===== config.mk =====
export PLATFORM = sky130hd
export DESIGN_NAME = otl_timer
export DESIGN_NICKNAME = d
export VERILOG_FILES = /design/src/rtl/otl_pkg.sv /design/src/rtl/otl_dur_sel.sv /design/src/rtl/otl_lock_sel.sv /design/src/rtl/otl_downcnt.sv /design/src/rtl/otl_oneshot.sv /design/src/rtl/otl_timer.sv
export SDC_FILE = /design/constraint.sdc
export NUM_CORES = 1
export LEC_CHECK = 0
export BUFFER_PORTS_ARGS = -buffer_cell sky130_fd_sc_hd__buf_4
export CAP_MARGIN = 0
export CORE_MARGIN = 2
export CORE_UTILIZATION = 50
export DETAILED_ROUTE_END_ITERATION = 8
export PLACE_DENSITY = 0.7
export SYNTH_ARGS = -nofsm -noshare
export SYNTH_HDL_FRONTEND = slang
export SYNTH_SLANG_ARGS = --single-unit

===== constraint.sdc =====
create_clock -name clk -period 21.7 [get_ports clk]
set_clock_uncertainty 0.05 [all_clocks]
set_input_delay 6.51 -clock clk [delete_from_list [all_inputs] [get_ports clk]]
set_output_delay 6.51 -clock clk [all_outputs]
set_load 0.05 [all_outputs]

===== src/rtl/otl_pkg.sv =====
package otl_pkg;
   typedef enum logic [1:0] {
      ST_IDLE = 2'd0,
      ST_ON   = 2'd1,
      ST_LOCK = 2'd2
   } otl_state_e;

   // minute count used by the long on-time codes
   function automatic int unsigned otl_minutes(input logic [3:0] code);
      int unsigned m;
      if (code <= 4'd12)      m = int'(code) - 2;
      else if (code == 4'd13) m = 12;
      else if (code == 4'd14) m = 14;
      else                    m = 15;
      return m;
   endfunction

   // on time in seconds for any code
   function automatic int unsigned otl_seconds(input logic [3:0] code);
      int unsigned s;
      if (code < 4'd4) s = (int'(code) + 1) * 15;
      else             s = otl_minutes(code) * 60;
      return s;
   endfunction
endpackage


===== src/rtl/otl_dur_sel.sv =====
module otl_dur_sel #(
   parameter int unsigned CNT_W       = 16,
   parameter int unsigned TICK_HZ     = 60,
   parameter bit          USE_FORMULA = 1'b1
) (
   input  logic [3:0]       code,
   output logic [CNT_W-1:0] ticks
);
   import otl_pkg::*;

   generate
      if (USE_FORMULA) begin : g_formula
         always_comb ticks = CNT_W'(otl_seconds(code) * TICK_HZ);
      end else begin : g_table
         int unsigned secs;
         always_comb begin
            unique case (code)
               4'd0:  secs = 15;
               4'd1:  secs = 30;
               4'd2:  secs = 45;
               4'd3:  secs = 60;
               4'd4:  secs = 120;
               4'd5:  secs = 180;
               4'd6:  secs = 240;
               4'd7:  secs = 300;
               4'd8:  secs = 360;
               4'd9:  secs = 420;
               4'd10: secs = 480;
               4'd11: secs = 540;
               4'd12: secs = 600;
               4'd13: secs = 720;
               4'd14: secs = 840;
               default: secs = 900;
            endcase
            ticks = CNT_W'(secs * TICK_HZ);
         end
      end
   endgenerate
endmodule


===== src/rtl/otl_lock_sel.sv =====
module otl_lock_sel #(
   parameter int unsigned CNT_W        = 16,
   parameter int unsigned TICK_HZ      = 60,
   parameter int unsigned LOCK_SHORT_S = 1,
   parameter int unsigned LOCK_MID_S   = 4,
   parameter int unsigned LOCK_LONG_S  = 8
) (
   input  logic [1:0]       sel,
   output logic [CNT_W-1:0] ticks
);
   localparam logic [CNT_W-1:0] T_SHORT = CNT_W'(LOCK_SHORT_S * TICK_HZ);
   localparam logic [CNT_W-1:0] T_MID   = CNT_W'(LOCK_MID_S * TICK_HZ);
   localparam logic [CNT_W-1:0] T_LONG  = CNT_W'(LOCK_LONG_S * TICK_HZ);

   always_comb begin
      unique case (sel)
         2'b00:   ticks = T_SHORT;
         2'b10:   ticks = T_LONG;
         default: ticks = T_MID;   // 01 and the unused 11 both mean middle
      endcase
   end
endmodule


===== src/rtl/otl_downcnt.sv =====
module otl_downcnt #(
   parameter int unsigned W = 16
) (
   input  logic         clk,
   input  logic         rst_n,
   input  logic         load,
   input  logic [W-1:0] load_val,
   input  logic         dec,
   output logic [W-1:0] count,
   output logic         is_one
);
   logic [W-1:0] q;

   always_ff @(posedge clk) begin
      if (!rst_n)                 q <= '0;
      else if (load)              q <= load_val;
      else if (dec && q != '0)    q <= q - 1'b1;
   end

   assign count  = q;
   assign is_one = (q == W'(1));
endmodule


===== src/rtl/otl_oneshot.sv =====
module otl_oneshot #(
   parameter int unsigned LEN = 6
) (
   input  logic clk,
   input  logic rst_n,
   input  logic fire,
   input  logic step,
   output logic active
);
   localparam int unsigned W = $clog2(LEN + 1);
   logic [W-1:0] q;

   always_ff @(posedge clk) begin
      if (!rst_n)                 q <= '0;
      else if (fire)              q <= W'(LEN);
      else if (step && q != '0)   q <= q - 1'b1;
   end

   assign active = (q != '0);
endmodule


===== src/rtl/otl_timer.sv =====
module otl_timer #(
   parameter int unsigned TICK_HZ      = 60,
   parameter int unsigned MAX_TICKS    = 54000,
   parameter int unsigned IND_TICKS    = 6,
   parameter int unsigned LOCK_SHORT_S = 1,
   parameter int unsigned LOCK_MID_S   = 4,
   parameter int unsigned LOCK_LONG_S  = 8,
   parameter bit          USE_FORMULA  = 1'b1
) (
   input  logic       clk,
   input  logic       rst_n,
   input  logic       tick,
   input  logic       trig,
   input  logic       inhibit,
   input  logic [3:0] tsel,
   input  logic [1:0] lsel,
   output logic       out_on,
   output logic       ind_on
);
   import otl_pkg::*;

   localparam int unsigned CNT_W = $clog2(MAX_TICKS + 1);

   if (MAX_TICKS < 900 * TICK_HZ) begin : g_bad_max
      $error("MAX_TICKS cannot hold the longest on time");
   end
   if (LOCK_LONG_S * TICK_HZ > MAX_TICKS) begin : g_bad_lock
      $error("lockout length exceeds counter range");
   end
   if (IND_TICKS == 0) begin : g_bad_ind
      $error("IND_TICKS must be nonzero");
   end

   otl_state_e       st_q, st_d;
   logic [CNT_W-1:0] dur_val, lock_val, m_val, m_cnt;
   logic             m_load, m_dec, m_one;
   logic             start, reload, on_done, lock_done;

   otl_dur_sel #(.CNT_W(CNT_W), .TICK_HZ(TICK_HZ), .USE_FORMULA(USE_FORMULA)) u_dur (
      .code (tsel),
      .ticks(dur_val)
   );

   otl_lock_sel #(
      .CNT_W(CNT_W), .TICK_HZ(TICK_HZ),
      .LOCK_SHORT_S(LOCK_SHORT_S), .LOCK_MID_S(LOCK_MID_S), .LOCK_LONG_S(LOCK_LONG_S)
   ) u_lock (
      .sel  (lsel),
      .ticks(lock_val)
   );

   always_comb begin
      start     = (st_q == ST_IDLE) && trig && !inhibit;
      reload    = (st_q == ST_ON) && trig;
      on_done   = (st_q == ST_ON) && !trig && tick && m_one;
      lock_done = (st_q == ST_LOCK) && tick && m_one;
      m_load    = start || reload || on_done;
      m_val     = on_done ? lock_val : dur_val;
      m_dec     = tick && !m_load && (st_q != ST_IDLE);
   end

   always_comb begin
      st_d = st_q;
      unique case (st_q)
         ST_IDLE: if (start)     st_d = ST_ON;
         ST_ON:   if (on_done)   st_d = ST_LOCK;
         ST_LOCK: if (lock_done) st_d = ST_IDLE;
         default:                st_d = ST_IDLE;
      endcase
   end

   always_ff @(posedge clk) begin
      if (!rst_n) st_q <= ST_IDLE;
      else        st_q <= st_d;
   end

   otl_downcnt #(.W(CNT_W)) u_main (
      .clk     (clk),
      .rst_n   (rst_n),
      .load    (m_load),
      .load_val(m_val),
      .dec     (m_dec),
      .count   (m_cnt),
      .is_one  (m_one)
   );

   otl_oneshot #(.LEN(IND_TICKS)) u_ind (
      .clk   (clk),
      .rst_n (rst_n),
      .fire  (trig),
      .step  (tick),
      .active(ind_on)
   );

   assign out_on = (st_q == ST_ON);
endmodule


==> results.json <==
{
  "synth_edf_count": 0,
  "nets": 543,
  "cpMostUsedCell": "inv_1",
  "synth_cell_types": 64,
  "antenna_found_initial": 0,
  "hold_path.class": "register to register",
  "synth_xor_area_share_pct": 7.91,
  "dp_hpwl_um": 6300,
  "synthArstFlopShare_pct": 0,
  "row_count": 30,
  "cts_resized": 0,
  "crit_path_max_fanout": 9,
  "worstPathRequired_ns": 21.81,
  "cp.arrival_ns": 12.45,
  "hold_start": "u_ind.q[1]",
  "hold_viol": 0,
  "die-area_um2": 7900,
  "ff2ff_path_depth": 6,
  "synth_flop_cell": "dfxtp_1",
  "syn2layout_area_growth_pct": 6.25,
  "critPathKind": "input pin to register",
  "cp-start-kind": "input pin",
  "synth_warnings": 0,
  "fillerInstances": 638,
  "netlist_instances": 443,
  "r2r_start": "u_main.count[2]",
  "drtAntennaViolNets": 0,
  "cts_buffers": 3,
  "slew_headroom_pct": 43.6,
  "cts_buffer_depth": 2,
  "synth_seq_area_share_pct": 11.7,
  "io_buffers": 12,
  "tns_ns": 0,
  "fin_crit_sh_pct": 56.9,
  "synthMuxAreaShare_pct": 0.833,
  "hold_depth": 2,
  "boundaryPins": 13,
  "cts_root_buf": "clkbuf_8",
  "insertion_delay_ns": 0.27,
  "crit_path_end_kind": "register",
  "slowest_stage": "fa_1",
  "grt_pass1_vias": 3058,
  "initialDrtViolationCount": 119,
  "antenna_cells": 0,
  "cpPeakStageDelay_ns": 0.56,
  "cap_violations": 0,
  "synthAdderAreaFrac_pct": 33.7,
  "grt_first_pass_wirelength_um": 13600,
  "synth_top_family_by_area": "adder cells",
  "clock_sinks": 21,
  "timing.rr.end": "u_main.count[9]",
  "drive_gt1_share_pct": 5.75,
  "place.gp.congestion": 0.895,
  "grt_max_degree": 15,
  "layout_commonest_cell": "inv_1",
  "ctsHoldBuffers": 0,
  "rsz0062_at_grt": "false",
  "ys_ff_latch": 21,
  "grt_overflow": 0,
  "layout_min_cycle_time_ns": 12.34,
  "worst_pin_slew_ns": 0.843,
  "routed_wl_um": 7620,
  "grt_use_total_pct": 21.2,
  "drc": 0,
  "cts_setup_buffers": 0,
  "fmax_mhz": 81.0,
  "fp.coreArea_um2": 6870,
  "run_status": "finished clean",
  "vias_per_cell": 5.55,
  "crit_family": "adder cells",
  "initial_core_util_pct": 52.5,
  "path_clk_slew_ns": 0.08,
  "syn-cell-area_um2": 3600,
  "path_buf_inv": 5,
  "drv_slew": 0,
  "cts_tree": "done",
  "firstDrtPassIters": 4,
  "wl_per_cell_um": 13.9,
  "die_h_um": 88.9,
  "whs_endpoint": "u_ind.q[1]",
  "fp.dieW_um": 88.9,
  "setup_viol": 0,
  "vias": 3042,
  "avgSynthCellArea_um2": 8.14,
  "synth-compound-area-share_pct": 20.8,
  "cts_max_level": 1,
  "synth-simple-area-share_pct": 16.2,
  "final_cell_mix": "inv_1 (74), ha_1 (50), nor2_1 (39)",
  "rrSetupSlack_ns": 19.25
}
cells by family (layout without fill, tap and decap cells):
group / Yosys count / count (layout)
adders and majority gates: 80 / 80
and+or+nand+nor: 112 / 112
muxes: 3 / 3
xor gates and xnor gates: 31 / 31
AOI/OAI and AO/OA: 112 / 112
other: 2 / 3
buffers and inverters: 82 / 90
DFF: 21 / 21
Yosys cell counts, types with 4 or more instances:
cell | n | area [µm²]
o21a_1 | 6 | 45.0
nor2b_1 | 5 | 31.3
a21o_1 | 5 | 37.5
a211oi_1 | 11 | 82.6
ha_1 | 50 | 626
fa_1 | 29 | 581
buf_2 | 4 | 20.0
a21oi_1 | 27 | 135
a31oi_1 | 5 | 31.3
nand3b_1 | 5 | 37.5
nand2_1 | 23 | 86.3
o22ai_1 | 4 | 25.0
o21bai_1 | 6 | 45.0
inv_1 | 74 | 278
dfxtp_1 | 21 | 420
nor3_1 | 5 | 25.0
nor2_1 | 39 | 146
xnor2_1 | 18 | 158
nand3_1 | 6 | 30.0
nand2b_1 | 7 | 43.8
o21ai_0 | 22 | 110
xor2_1 | 12 | 105
layer usage:
| layer | wire length [µm] | GRT usage (%) |
|---|---|---|
| met5 | 0 | 0 |
| met4 | 140 | 5.23 |
| met3 | 279 | 1.57 |
| met2 | 3730 | 38.9 |
| met1 | 3480 | 26.8 |
through the flow:
step / util (%) / worst slack, ns / instances / area, µm² / hold WS (ns)
after global routing: 55.8 / 8.86 / 548 / 3830 / 0.490
final: 55.8 / 9.36 / 548 / 3830 / 0.456
after CTS: 55.8 / 9.35 / 548 / 3830 / 0.460
after detailed placement: 55.1 / 9.08 / 544 / 3780 / 0.443
after global placement: 55.1 / 9.15 / 544 / 3780 / 0.431
after floorplan: - / 9.62 / 444 / 3610 / 0.411
sequential cells by signal, summed over array words and instances (netlist names):
register      flops
st_q              2
u_main.count     16
u_ind.q           3
worst register-to-register path: stages (launching register included):
cell,delay [ns]
dfxtp_1,0.36
nor3_1,0.39
nand4b_1,0.32
o31a_1,0.52
nand2b_1,0.34
o21a_1,0.16
o221a_1,0.21
worst max-delay path by stage:
stage / startpoint / endpoint / slack (ns) / depth (start not counted)
floorplan: tsel[1] / u_main.count[15] / 9.62 / 25
global placement: tsel[1] / u_main.count[15] / 9.15 / 25
detailed placement: tsel[1] / u_main.count[15] / 9.08 / 25
CTS: tsel[1] / u_main.count[15] / 9.35 / 25
global route: tsel[1] / u_main.count[15] / 8.86 / 25
finish: tsel[1] / u_main.count[15] / 9.36 / 25
layout make-up:
cell class,count,area [µm²],share of cell area [%]
Clock inverter,1,5.00,0.131
Sequential cell,21,420,11.0
Inverter,74,278,7.25
Tap cell,96,120,3.14
Multi-Input combinational cell,341,2880,75.1
Clock buffer,3,41.3,1.08
Timing Repair Buffer,12,90.1,2.35
Power is not shown: default switching activity piles up to over one toggle a cycle in this logic, so the estimate is an artifact.
